### src/rtl/agu_pkg.sv
package agu_pkg;
    localparam int AW  = 64;
    localparam int NW  = 32;
    localparam int DW  = 32;
    localparam int SW  = 2;

    typedef logic [AW-1:0] addr_t;

    typedef enum logic {
        OUT_IDLE = 1'b0,
        OUT_LIVE = 1'b1
    } out_state_e;

    function automatic addr_t sext_disp(input logic [DW-1:0] d);
        return {{(AW-DW){d[DW-1]}}, d};
    endfunction
endpackage

### src/rtl/agu_term_gate.sv
module agu_term_gate #(
    parameter int  AW     = 64,
    parameter int  NW     = 32,
    parameter int  SW     = 2,
    parameter bit  SCALED = 1'b0
) (
    input  logic          clk,
    input  logic          rst,
    input  logic [AW-1:0] val,
    input  logic          en,
    input  logic          mode32,
    input  logic [SW-1:0] shamt,
    output logic [AW-1:0] term
);
    localparam int HW = AW - NW;

    logic [AW-1:0] narrowed;

    always_comb begin
        narrowed = mode32 ? {{HW{1'b0}}, val[NW-1:0]} : val;
    end

    generate
        if (SCALED) begin : g_scaled
            always_comb begin
                term = en ? (narrowed << shamt) : '0;
            end
            // a shift by k leaves the low k bits clear
            assert_scale_low_zero_R2: assert property (@(posedge clk) disable iff (rst)
                (shamt != '0) |-> (term[0] == 1'b0));
        end else begin : g_plain
            always_comb begin
                term = en ? narrowed : '0;
            end
        end
    endgenerate

    // in narrow mode the unshifted operand never carries upper bits
    assert_narrow_upper_R6: assert property (@(posedge clk) disable iff (rst)
        (mode32 && !SCALED) |-> (term[AW-1:NW] == '0));
endmodule

### src/rtl/agu_adder3.sv
module agu_adder3
    import agu_pkg::*;
(
    input  addr_t         base_t,
    input  addr_t         idx_t,
    input  logic [DW-1:0] disp,
    input  logic          mode32,
    output addr_t         sum
);
    addr_t raw;

    always_comb begin
        raw = base_t + idx_t + sext_disp(disp);
        sum = mode32 ? {{(AW-NW){1'b0}}, raw[NW-1:0]} : raw;
    end
endmodule

### src/rtl/agu_addr_gen.sv
module agu_addr_gen
    import agu_pkg::*;
#(
    parameter bit REG_OUT = 1'b1
) (
    input  logic          clk,
    input  logic          rst,
    input  logic          in_vld,
    input  logic [AW-1:0] base_val,
    input  logic          base_en,
    input  logic [AW-1:0] idx_val,
    input  logic          idx_en,
    input  logic [SW-1:0] scale_sel,
    input  logic [DW-1:0] disp,
    input  logic          mode32,
    output logic [AW-1:0] ea,
    output logic          ea_vld
);
    addr_t base_t, idx_t, sum;

    agu_term_gate #(.AW(AW), .NW(NW), .SW(SW), .SCALED(1'b0)) u_base (
        .clk(clk), .rst(rst), .val(base_val), .en(base_en),
        .mode32(mode32), .shamt('0), .term(base_t)
    );

    agu_term_gate #(.AW(AW), .NW(NW), .SW(SW), .SCALED(1'b1)) u_idx (
        .clk(clk), .rst(rst), .val(idx_val), .en(idx_en),
        .mode32(mode32), .shamt(scale_sel), .term(idx_t)
    );

    agu_adder3 u_add (
        .base_t(base_t), .idx_t(idx_t), .disp(disp),
        .mode32(mode32), .sum(sum)
    );

    generate
        if (REG_OUT) begin : g_reg
            out_state_e state_q, state_d;
            addr_t      ea_q;

            always_comb begin
                state_d = state_q;
                unique case (state_q)
                    OUT_IDLE: state_d = in_vld ? OUT_LIVE : OUT_IDLE;
                    OUT_LIVE: state_d = in_vld ? OUT_LIVE : OUT_IDLE;
                    default:  state_d = OUT_IDLE;
                endcase
            end

            always_ff @(posedge clk) begin
                if (rst) state_q <= OUT_IDLE;
                else     state_q <= state_d;
            end

            always_ff @(posedge clk) begin
                if (rst)         ea_q <= '0;
                else if (in_vld) ea_q <= sum;
            end

            assign ea     = ea_q;
            assign ea_vld = (state_q == OUT_LIVE);

            assert_vld_rise_R7: assert property (@(posedge clk) disable iff (rst)
                in_vld |=> ea_vld);
            assert_vld_fall_R7: assert property (@(posedge clk) disable iff (rst)
                !in_vld |=> !ea_vld);
            assert_hold_idle_R9: assert property (@(posedge clk) disable iff (rst)
                !in_vld |=> $stable(ea));
            assert_narrow_out_R6: assert property (@(posedge clk) disable iff (rst)
                (in_vld && mode32) |=> (ea[AW-1:NW] == '0));
        end else begin : g_comb
            assign ea     = sum;
            assign ea_vld = in_vld;
        end
    endgenerate
endmodule

### config.mk
export PLATFORM = sky130hd
export DESIGN_NAME = agu_addr_gen
export DESIGN_NICKNAME = d
export VERILOG_FILES = /design/src/rtl/agu_pkg.sv /design/src/rtl/agu_term_gate.sv /design/src/rtl/agu_adder3.sv /design/src/rtl/agu_addr_gen.sv
export SDC_FILE = /design/constraint.sdc
export NUM_CORES = 1
export LEC_CHECK = 0
export ABC_AREA = 1
export BUFFER_PORTS_ARGS = -buffer_cell sky130_fd_sc_hd__buf_2
export CORE_MARGIN = 2
export CORE_UTILIZATION = 55
export CTS_CLUSTER_SIZE = 40
export DETAILED_ROUTE_END_ITERATION = 10
export GPL_TIMING_DRIVEN = 0
export PLACE_DENSITY_LB_ADDON = 0.1
export REMOVE_ABC_BUFFERS = 1
export SLEW_MARGIN = 20
export SYNTH_ARGS = -nofsm -noshare
export SYNTH_HDL_FRONTEND = slang
export SYNTH_SLANG_ARGS = --single-unit
### constraint.sdc
create_clock -name clk -period 6.2 [get_ports clk]
set_clock_uncertainty 0.1 [all_clocks]
set_input_delay 0.31 -clock clk [delete_from_list [all_inputs] [get_ports clk]]
set_output_delay 0.31 -clock clk [all_outputs]
set_load 0.01 [all_outputs]
==> run summary <==
Status = completed
WHS Path Cells = 4
GRT Util Overall = 33.6%
Clock latency on the worst-skew pair = 340 ps
ANT cells = 0
Flops & latches, synth = 65
Final wirelength = 35.7 mm
Final Wtd Congestion = 0.991
Vias per cell = 5.11
Syn_area_per_cell = 5.67 um2
Number of synthesized flops with an enable pin = 0
Net switching power = 1190 uW
Drt wl/cell = 14.7 um
Clock power share = 21.8%
Post-synth top area cell = nand2_1
WS Path Type = in -> reg
Pwr Total = 2460 uW
Area contributors post-synth = nand2_1, inv_1, dfxtp_1, fa_1, ha_1
Die height = 146 um
Dominant synthesized flop cell = dfxtp_1
Post-CTS Hold Buffers = 0
Num CTS Buffers = 9
Reg power frac = 20.0%
Tmin final = 5090 ps
Critical path required time = 6280 ps
Arrival @ worst endpoint = 5180 ps
Top-count cell post-synth = nand2_1
Worst reg2reg path depth = 4
Core Rows = 52
Final period util = 82.1%
Htree depth = 3
Layout Cell Area excl Fill = 0.0128 mm2
HP Class = in -> reg
Syn Inst Count = 1961
TritonRoute pass-1 iters = 5
Largest net degree at the start of global routing = 62
# fillers = 2038
Sw Ratio = 48.3%
TNS Setup = 0 ps
RSZ-0062 raised after global routing = false
Async S/R FF share, synth = 0%
Clock Sinks = 65
Max Freq = 196 MHz
Logic pwr share = 58.2%
Post-DP HPWL = 30.5 mm
P_leak = 0.00777 uW
Worst-Margin Slew = 1050 ps
Crit. End Element = register
Synthesis warning total = 0
Area growth syn-to-layout = 15.1%
Setup Fix Bufs, Post-CTS = 0
Die X = 146 um
Reg-to-reg endpoint = ea[27]
Vias in the first global route = 11888
Via count = 12405
Final setup violation count = 0
Placed cell area = 0.0125 mm2
First-pass GRT wire length = 57.3 mm
Max-slew violations = 0
Slew headroom = 29.5%
Final Net Count = 2447
Peak VDD IR = 0.000135 V
CP max FO = 34
Grt ovf = 0
Synth cell count leaders = nand2_1, inv_1, nor2_1
Initial DRC count = 641
Yosys cell types = 33
Clk pin slew, worst setup/hold paths = 70 ps
Initial antenna violation count = 0
Die ar. = 0.0214 mm2
R2r startpoint = ea[27]
IO Count = 233
Worst R2R Setup Slack = 5370 ps
CTS tree = done
Max Cap Viol = 0
Clock Tree Root = clkbuf_16
I/O Buffers = 232
Share of cells above drive strength 1 = 14.0%
DRC = 0
PostCTS Resize Cnt = 0
Share of the synthesized area in the top cell type = 21.8%
Hold Fails Final Rpt = 0
Clock Path Buffers = 2
PD cells = 192 mW/mm2
Sequential area share after synthesis = 11.7%
Final ANT Viol Nets = 0
Internal = 1270 uW
Post-Syn Area = 0.0111 mm2
Hold_sp = disp[0]
Hold path endpoint = ea[0]
Worst setup SP type = primary input
Core footprint = 0.0200 mm2
Starting Density = 55.5%
worst max-delay path by stage:
stage | startpoint | endpoint | depth (start not counted)
finish | mode32 | ea[62] | 17
global placement | scale_sel[0] | ea[54] | 15
detailed placement | mode32 | ea[62] | 17
floorplan | idx_en | ea[61] | 17
global route | mode32 | ea[62] | 17
CTS | mode32 | ea[52] | 15
state kept, by name (all words and copies together), names as in the netlist:
signal  flops
ea_vld      1
ea         64
metrics by stage:
stage | hold WS (ps) | cells | worst slack, ps | utilization, %
3_3_place_gp | 350 | 2409 | 766 | 61.9
4_1_cts | 308 | 2428 | 1230 | 63.8
6_report | 312 | 2428 | 1110 | 63.8
2_1_floorplan | 279 | 1907 | 2340 | -
3_5_place_dp | 355 | 2412 | 881 | 62.3
5_1_grt | 342 | 2428 | 661 | 63.8
critical path, stage by stage:
cell	delay [ps]
buf_2	440
clkinv_1	870
nand2_1	1120
nor2_1	120
fa_1	470
ha_1	480
nand2_1	140
nor2_1	250
nand2_1	170
inv_2	80
nand2_1	80
nor3_1	180
nand2_1	150
nand2_1	80
nand2_1	50
nand3_1	60
a21oi_1	60
kinds of logic (layout without fill, tap and decap cells):
family / count (synthesis) / in the layout / share of synthesized area (%)
flops: 65 / 65 / 11.7
buf+inv: 513 / 710 / 17.4
compound gates: 216 / 216 / 11.0
mux: 30 / 30 / 2.70
fa+ha+maj: 126 / 126 / 18.5
xor+xnor: 31 / 31 / 2.44
simple gates: 980 / 980 / 36.2
placed cells by master, fill, tap and decap left out, drive strengths merged, types with 15 or more instances in the layout:
master    n
a21oi    79
a31oi    29
buf     235
dfxtp    65
fa       64
ha       62
inv     458
mux2i    30
nand2   655
nand3    95
nor2    165
nor3     48
o21ai    37
o22ai    60
xnor2    15
xor2     16
power groups by stage:
stage	sequential, uW	combinational, uW	clock, uW
detailed placement	501	1420	0
global placement	501	1400	0
CTS	493	1430	541
floorplan	525	902	0
global route	499	1600	555
finish	493	1430	537
final cells by class:
| cell class | instances | area, um2 | area share [%] |
|---|---|---|---|
| multi-input combinational | 1383 | 7890 | 61.7 |
| inverter | 459 | 1720 | 13.5 |
| sequential | 65 | 1300 | 10.2 |
| timing repair buffer | 235 | 1230 | 9.64 |
| tap | 270 | 338 | 2.64 |
| clock buffer | 9 | 225 | 1.76 |
| clock inverter | 7 | 80.1 | 0.626 |
per-layer routing:
layer	part of all wire [%]	GRT usage, %	up-vias
met5	0	0	-
li1	-	-	6373
met3	4.5	3.47	117
met2	49	61.7	407
met4	7.2	21.3	0
met1	39	36.9	5508
(Power assumes the default switching activity.)
